--- src/rtl/bb_pkg.sv ---
package bb_pkg;
    localparam int AW = 32;
    localparam int DW = 32;

    localparam logic [1:0] SZ_BYTE = 2'd0;
    localparam logic [1:0] SZ_HALF = 2'd1;
    localparam logic [1:0] SZ_WORD = 2'd2;

    typedef enum logic [2:0] {
        ST_IDLE,
        ST_RD,
        ST_WR,
        ST_RESP,
        ST_ERR
    } state_e;

    typedef struct packed {
        state_e          state;
        logic            we;
        logic [1:0]      size;
        logic [AW-1:0]   tgt;
        logic [4:0]      idx;
        logic            set_bit;
        logic            rd_bit;
        logic [DW-1:0]   wunit;
    } regs_t;
endpackage

--- src/rtl/bb_decode.sv ---
module bb_decode
    import bb_pkg::*;
#(
    parameter int                   NUM_WIN     = 2,
    parameter int                   WIN_BITS    = 25,
    parameter logic [NUM_WIN*32-1:0] ALIAS_BASES = {32'h4200_0000, 32'h2200_0000},
    parameter logic [NUM_WIN*32-1:0] TGT_BASES   = {32'h4000_0000, 32'h2000_0000}
) (
    input  logic [AW-1:0] addr,
    input  logic [1:0]    size,
    output logic          hit,
    output logic [AW-1:0] tgt,
    output logic [4:0]    idx
);
    localparam int HI_BITS = AW - WIN_BITS;

    logic [NUM_WIN-1:0] hit_w;
    logic [AW-1:0]      tgt_w [NUM_WIN];
    logic [AW-1:0]      tgt_raw;
    logic               any_hit;
    logic [1:0]         unused_lsb;

    assign unused_lsb = addr[1:0];

    generate
        for (genvar i = 0; i < NUM_WIN; i++) begin : g_win
            assign hit_w[i] = (addr[AW-1:WIN_BITS] == ALIAS_BASES[i*32+WIN_BITS +: HI_BITS]);
            assign tgt_w[i] = TGT_BASES[i*32 +: 32] | AW'(addr[WIN_BITS-1:5]);
        end
    endgenerate

    always_comb begin
        any_hit = 1'b0;
        tgt_raw = '0;
        for (int i = 0; i < NUM_WIN; i++) begin
            if (hit_w[i] && !any_hit) begin
                any_hit = 1'b1;
                tgt_raw = tgt_w[i];
            end
        end
        hit = any_hit;
        case (size)
            SZ_BYTE: begin
                idx = {2'b00, addr[4:2]};
                tgt = tgt_raw;
            end
            SZ_HALF: begin
                idx = {1'b0, addr[5:2]};
                tgt = {tgt_raw[AW-1:1], 1'b0};
            end
            SZ_WORD: begin
                idx = addr[6:2];
                tgt = {tgt_raw[AW-1:2], 2'b00};
            end
            default: begin
                idx = '0;
                tgt = tgt_raw;
                hit = 1'b0;
            end
        endcase
    end
endmodule

--- src/rtl/bb_bitop.sv ---
module bb_bitop
    import bb_pkg::*;
(
    input  logic [DW-1:0] unit_raw,
    input  logic [1:0]    size,
    input  logic [4:0]    idx,
    input  logic          set_bit,
    output logic          bit_val,
    output logic [DW-1:0] new_unit
);
    logic [DW-1:0] wmask;
    logic [DW-1:0] unit;
    logic [DW-1:0] sel;

    always_comb begin
        case (size)
            SZ_BYTE: wmask = DW'(8'hFF);
            SZ_HALF: wmask = DW'(16'hFFFF);
            default: wmask = '1;
        endcase
        unit     = unit_raw & wmask;
        sel      = DW'(1) << idx;
        bit_val  = |(unit & sel);
        new_unit = set_bit ? (unit | sel) : (unit & ~sel);
    end
endmodule

--- src/rtl/bitband_bridge.sv ---
module bitband_bridge
    import bb_pkg::*;
#(
    parameter int                   NUM_WIN     = 2,
    parameter int                   WIN_BITS    = 25,
    parameter logic [NUM_WIN*32-1:0] ALIAS_BASES = {32'h4200_0000, 32'h2200_0000},
    parameter logic [NUM_WIN*32-1:0] TGT_BASES   = {32'h4000_0000, 32'h2000_0000}
) (
    input  logic          clk,
    input  logic          rst_n,
    input  logic          s_req,
    input  logic          s_we,
    input  logic [31:0]   s_addr,
    input  logic [1:0]    s_size,
    input  logic [31:0]   s_wdata,
    output logic [31:0]   s_rdata,
    output logic          s_ready,
    output logic          s_err,
    output logic          m_req,
    output logic          m_we,
    output logic [31:0]   m_addr,
    output logic [1:0]    m_size,
    output logic [31:0]   m_wdata,
    output logic          m_lock,
    input  logic          m_ready,
    input  logic [31:0]   m_rdata
);
    regs_t q, d;

    logic          dec_hit;
    logic [AW-1:0] dec_tgt;
    logic [4:0]    dec_idx;
    logic          op_bit;
    logic [DW-1:0] op_new;
    logic [30:0]   unused_wdata;

    assign unused_wdata = s_wdata[31:1];

    bb_decode #(
        .NUM_WIN     (NUM_WIN),
        .WIN_BITS    (WIN_BITS),
        .ALIAS_BASES (ALIAS_BASES),
        .TGT_BASES   (TGT_BASES)
    ) decode_i (
        .addr (s_addr),
        .size (s_size),
        .hit  (dec_hit),
        .tgt  (dec_tgt),
        .idx  (dec_idx)
    );

    bb_bitop bitop_i (
        .unit_raw (m_rdata),
        .size     (q.size),
        .idx      (q.idx),
        .set_bit  (q.set_bit),
        .bit_val  (op_bit),
        .new_unit (op_new)
    );

    always_comb begin
        d = q;
        case (q.state)
            ST_IDLE: begin
                if (s_req) begin
                    d.we      = s_we;
                    d.size    = s_size;
                    d.tgt     = dec_tgt;
                    d.idx     = dec_idx;
                    d.set_bit = s_wdata[0];
                    d.state   = dec_hit ? ST_RD : ST_ERR;
                end
            end
            ST_RD: begin
                if (m_ready) begin
                    d.rd_bit = q.we ? 1'b0 : op_bit;
                    d.wunit  = op_new;
                    d.state  = q.we ? ST_WR : ST_RESP;
                end
            end
            ST_WR: begin
                if (m_ready) begin
                    d.state = ST_RESP;
                end
            end
            default: d.state = ST_IDLE;
        endcase
    end

    always_ff @(posedge clk or negedge rst_n) begin
        if (!rst_n) begin
            q <= '{state: ST_IDLE, we: 1'b0, size: SZ_BYTE, tgt: '0, idx: '0,
                   set_bit: 1'b0, rd_bit: 1'b0, wunit: '0};
        end else begin
            q <= d;
        end
    end

    assign m_req   = (q.state == ST_RD) || (q.state == ST_WR);
    assign m_we    = (q.state == ST_WR);
    assign m_lock  = q.we && m_req;
    assign m_addr  = q.tgt;
    assign m_size  = q.size;
    assign m_wdata = q.wunit;
    assign s_ready = (q.state == ST_RESP);
    assign s_err   = (q.state == ST_ERR);
    assign s_rdata = {31'b0, q.rd_bit};
endmodule

--- config.mk ---
export PLATFORM = sky130hd
export DESIGN_NAME = bitband_bridge
export DESIGN_NICKNAME = d
export VERILOG_FILES = /design/src/rtl/bb_pkg.sv /design/src/rtl/bb_decode.sv /design/src/rtl/bb_bitop.sv /design/src/rtl/bitband_bridge.sv
export SDC_FILE = /design/constraint.sdc
export NUM_CORES = 1
export LEC_CHECK = 0
export BUFFER_PORTS_ARGS = -buffer_cell sky130_fd_sc_hd__buf_2
export CAP_MARGIN = 20
export CORE_ASPECT_RATIO = 0.8
export CORE_MARGIN = 1.5
export CORE_UTILIZATION = 48
export CTS_BUF_LIST = sky130_fd_sc_hd__clkbuf_8 sky130_fd_sc_hd__clkbuf_16
export DETAILED_ROUTE_END_ITERATION = 16
export PLACE_DENSITY_LB_ADDON = 0.2
export SETUP_SLACK_MARGIN = 0.02
export SLEW_MARGIN = 20
export SYNTH_ARGS = -nofsm -noshare
export SYNTH_HDL_FRONTEND = slang
export SYNTH_HIERARCHICAL = 1
export SYNTH_SLANG_ARGS = --single-unit
--- constraint.sdc ---
create_clock -name clk -period 5.9 [get_ports clk]
set_clock_uncertainty 0.05 [all_clocks]
set_input_delay 0.885 -clock clk [delete_from_list [all_inputs] [get_ports clk]]
set_output_delay 0.885 -clock clk [all_outputs]
set_load 0.03 [all_outputs]
==> flow_metrics.py <==
metrics = {
    "status": {
        "status": "completed",
    },
    "setup_path": {
        "path_delay_family": "simple AND/OR/NAND/NOR gates",
        "crit_path_top_delay_cell": "dfrtp_1",
        "crit_path_cell_trace": "or2_1 > a31oi_1 > o32ai_1 > nor4_1 > nand4_1 > nor2b_1 > mux2_2",
        "cp.required_ps": 6060,
        "endpoint_kind": "flip-flop",
        "crit_arrival_ps": 2780,
        "slowest_delay_ps": 710,
        "path_class": "reg -> reg",
        "worstPathMaxFanout": 28,
        "critPathBufInv": 0,
        "cp-start-kind": "flip-flop",
    },
    "logic_synthesis": {
        "netlist_area_sq_um": 5330,
        "synth_common_cells": "112 x buf_4, 77 x dfrtp_1, 72 x mux2_2",
        "seq_area_frac_synth_pct": 36.1,
        "synth_edf_count": 0,
        "avgSynthCellArea_sq_um": 10.1,
        "yosysWarnings": 6,
        "synth-main-ff-cell": "dfrtp_1",
        "synthesis.instances": 530,
        "ys_types": 56,
        "synth.most_common_cell": "buf_4",
        "synthTopCellsByArea": "dfrtp_1 36%, buf_4 16%, mux2_2 15%, nand2_1 3.7%, nand3_1 3.5%",
        "ys_seq_elements": 77,
        "postSynth.asyncResetShare_pct": 100,
        "synth.top_cell.area_share_pct": 36.1,
        "synth_top_area_cell": "dfrtp_1",
    },
    "finish": {
        "multiInputGateArea_sq_um": 2470,
        "layout-drive-gt1-share_pct": 42.6,
        "n_fill_cell": 1029,
        "stdcell_count": 732,
        "area_growth_pct": 6.19,
        "seq_area_sq_um": 1930,
        "final_nets": 690,
    },
    "timing": {
        "min_period_ps": 2620,
        "hold_viol_final": 0,
        "setup_viol_count_final": 0,
        "finalMaxSlewViolations": 0,
        "worst_slack_ps": 3280,
        "max_slew_margin_pct": 32.1,
        "rsz0062_at_grt": "no",
        "max_freq_mhz": 382,
        "period_share_pct": 44.4,
        "tightest_slew_ps": 1020,
        "tns_ps": 0,
    },
    "cts": {
        "cts_hold_buffers": 0,
        "clkLatencyLatePin_ps": 330,
        "cts_buffer_depth": 2,
        "cts_max_level": 3,
        "numClockSinks": 77,
        "cts_tree": "built",
        "root_buffer": "clkbuf_16",
        "cts_buffers": 9,
        "clk_pin_slew_ps": 60,
        "cts_resized": 0,
        "post_cts_buffers": 0,
    },
    "pwr": {
        "leakagePower_nw": 2.84,
        "power_density_nw_per_um2": 503,
        "irDropWorstVdd_v": 0.000257,
    },
    "placed_design": {
        "port_buffers": 141,
        "dp.cells": 715,
        "dp_hpwl_um": 8020,
        "place_congestion": 0.879,
        "dp_slack_ps": 3210,
    },
    "route": {
        "ant_nets": 0,
        "drc_errors": 0,
        "routed_wl_um": 10900,
        "dr.pass1.iters": 4,
        "wl_per_cell_um": 14.9,
        "via_count": 3660,
        "drtIter0Drc": 211,
        "drt-vias-per-instance": 5.00,
    },
    "global_route": {
        "antenna_found_initial": 0,
        "grt_pass1_wl_um": 18000,
        "grt_pass1_vias": 3501,
        "grt_max_degree": 78,
        "overflow": 0,
        "grt_usage_pct": 19.4,
    },
    "floorplan": {
        "pin_count": 206,
        "die_y_um": 97.3,
        "core_area_sq_um": 10800,
        "dieWidth_um": 121,
        "std_cell_rows": 34,
        "die-area_sq_um": 11800,
        "initial_core_util_pct": 49.2,
    },
    "worst_hold_path": {
        "min_path_type": "reg -> reg",
    },
    "job": {
        "drv_cap": 0,
    },
}
-- placed cells by master (no fill, tap or decap), types with 5 or more instances in the layout --
master,instances
dfrtp_1,77
nor3b_1,7
nand2_1,53
nor3_1,5
ha_1,5
o211ai_1,13
conb_1,41
clkbuf_16,9
mux2_1,13
nor2b_1,7
nand3_1,37
buf_2,140
nor2_1,14
and2_1,15
a31oi_1,5
and2_2,8
mux2_2,72
-- final cells by class --
type / instances / area share [%]
clock inverter: 6 / 1.81
timing repair buffer: 143 / 12.8
antenna: 1 / 0.0442
multi-input combinational: 348 / 43.7
sequential: 77 / 34.0
clock buffer: 10 / 4.22
tap: 144 / 3.18
inverter: 3 / 0.199
-- final timing paths --
path | slack, ps | startpoint | cells after the start | end
max in group asynchronous | 4790 | rst_n | 1 | m_addr[3]
worst min-delay path | 430 | m_addr[10] | 1 | m_addr[10]
worst max-delay path | 3280 | m_size[1] | 7 | s_rdata[0]
worst max register to register | 3280 | m_size[1] | 7 | s_rdata[0]
min in group asynchronous | 530 | rst_n | 1 | m_addr[20]
worst min register to register | 430 | m_addr[10] | 1 | m_addr[10]
-- where the power goes --
part           internal, W  total [W]  leakage [nW]  switching [W]
logic             0.000493    0.00125          1.67       0.000761
registers         0.000704   0.000960         0.995       0.000256
clock network     0.000421   0.000634         0.175       0.000213
-- per-layer routing --
layer | vias up | part of all wire (%) | track usage, %
li1 | 1763 | - | -
met1 | 1732 | 47 | 28.1
met2 | 156 | 44 | 28.8
met3 | 9 | 8.0 | 4.87
met4 | 0 | 1.0 | 5.34
met5 | - | 0 | 0
-- worst reg2reg max path: stages, from the launching register on --
cell and delay [ps]:
dfrtp_1 710, or2_1 520, a31oi_1 240, o32ai_1 100, nor4_1 300, nand4_1 160
nor2b_1 170, mux2_2 260
-- sequential cells by signal, indices dropped and copies added, names as in the netlist --
name     flops
m_wdata     32
q           10
s_rdata      1
m_size       2
m_addr      32
-- kinds of logic (layout without fill, tap and decap cells) --
logic type	after synthesis	count (layout)	share of synthesized area [%]
buf+inv	144	162	20.5
fa+ha+maj	5	5	1.17
flops	77	77	36.1
xor+xnor	2	2	0.328
compound gates	38	38	5.21
simple gates	174	174	18.0
other cells	2	42	0.141
mux	88	88	18.5
-- stage by stage --
stage / cell area (sq um) / hold WS (ps) / total power, W / utilization (%)
6_report: 5660 / 432 / 0.00285 / 52.2
4_1_cts: 5660 / 437 / 0.00287 / 52.2
3_5_place_dp: 5320 / 424 / 0.00222 / 49.0
2_1_floorplan: 5480 / 409 / 0.00219 / -
3_3_place_gp: 5320 / 415 / 0.00220 / 49.0
5_1_grt: 5660 / 453 / 0.00301 / 52.2
No activity file was read; power rests on OpenSTA's default activity.
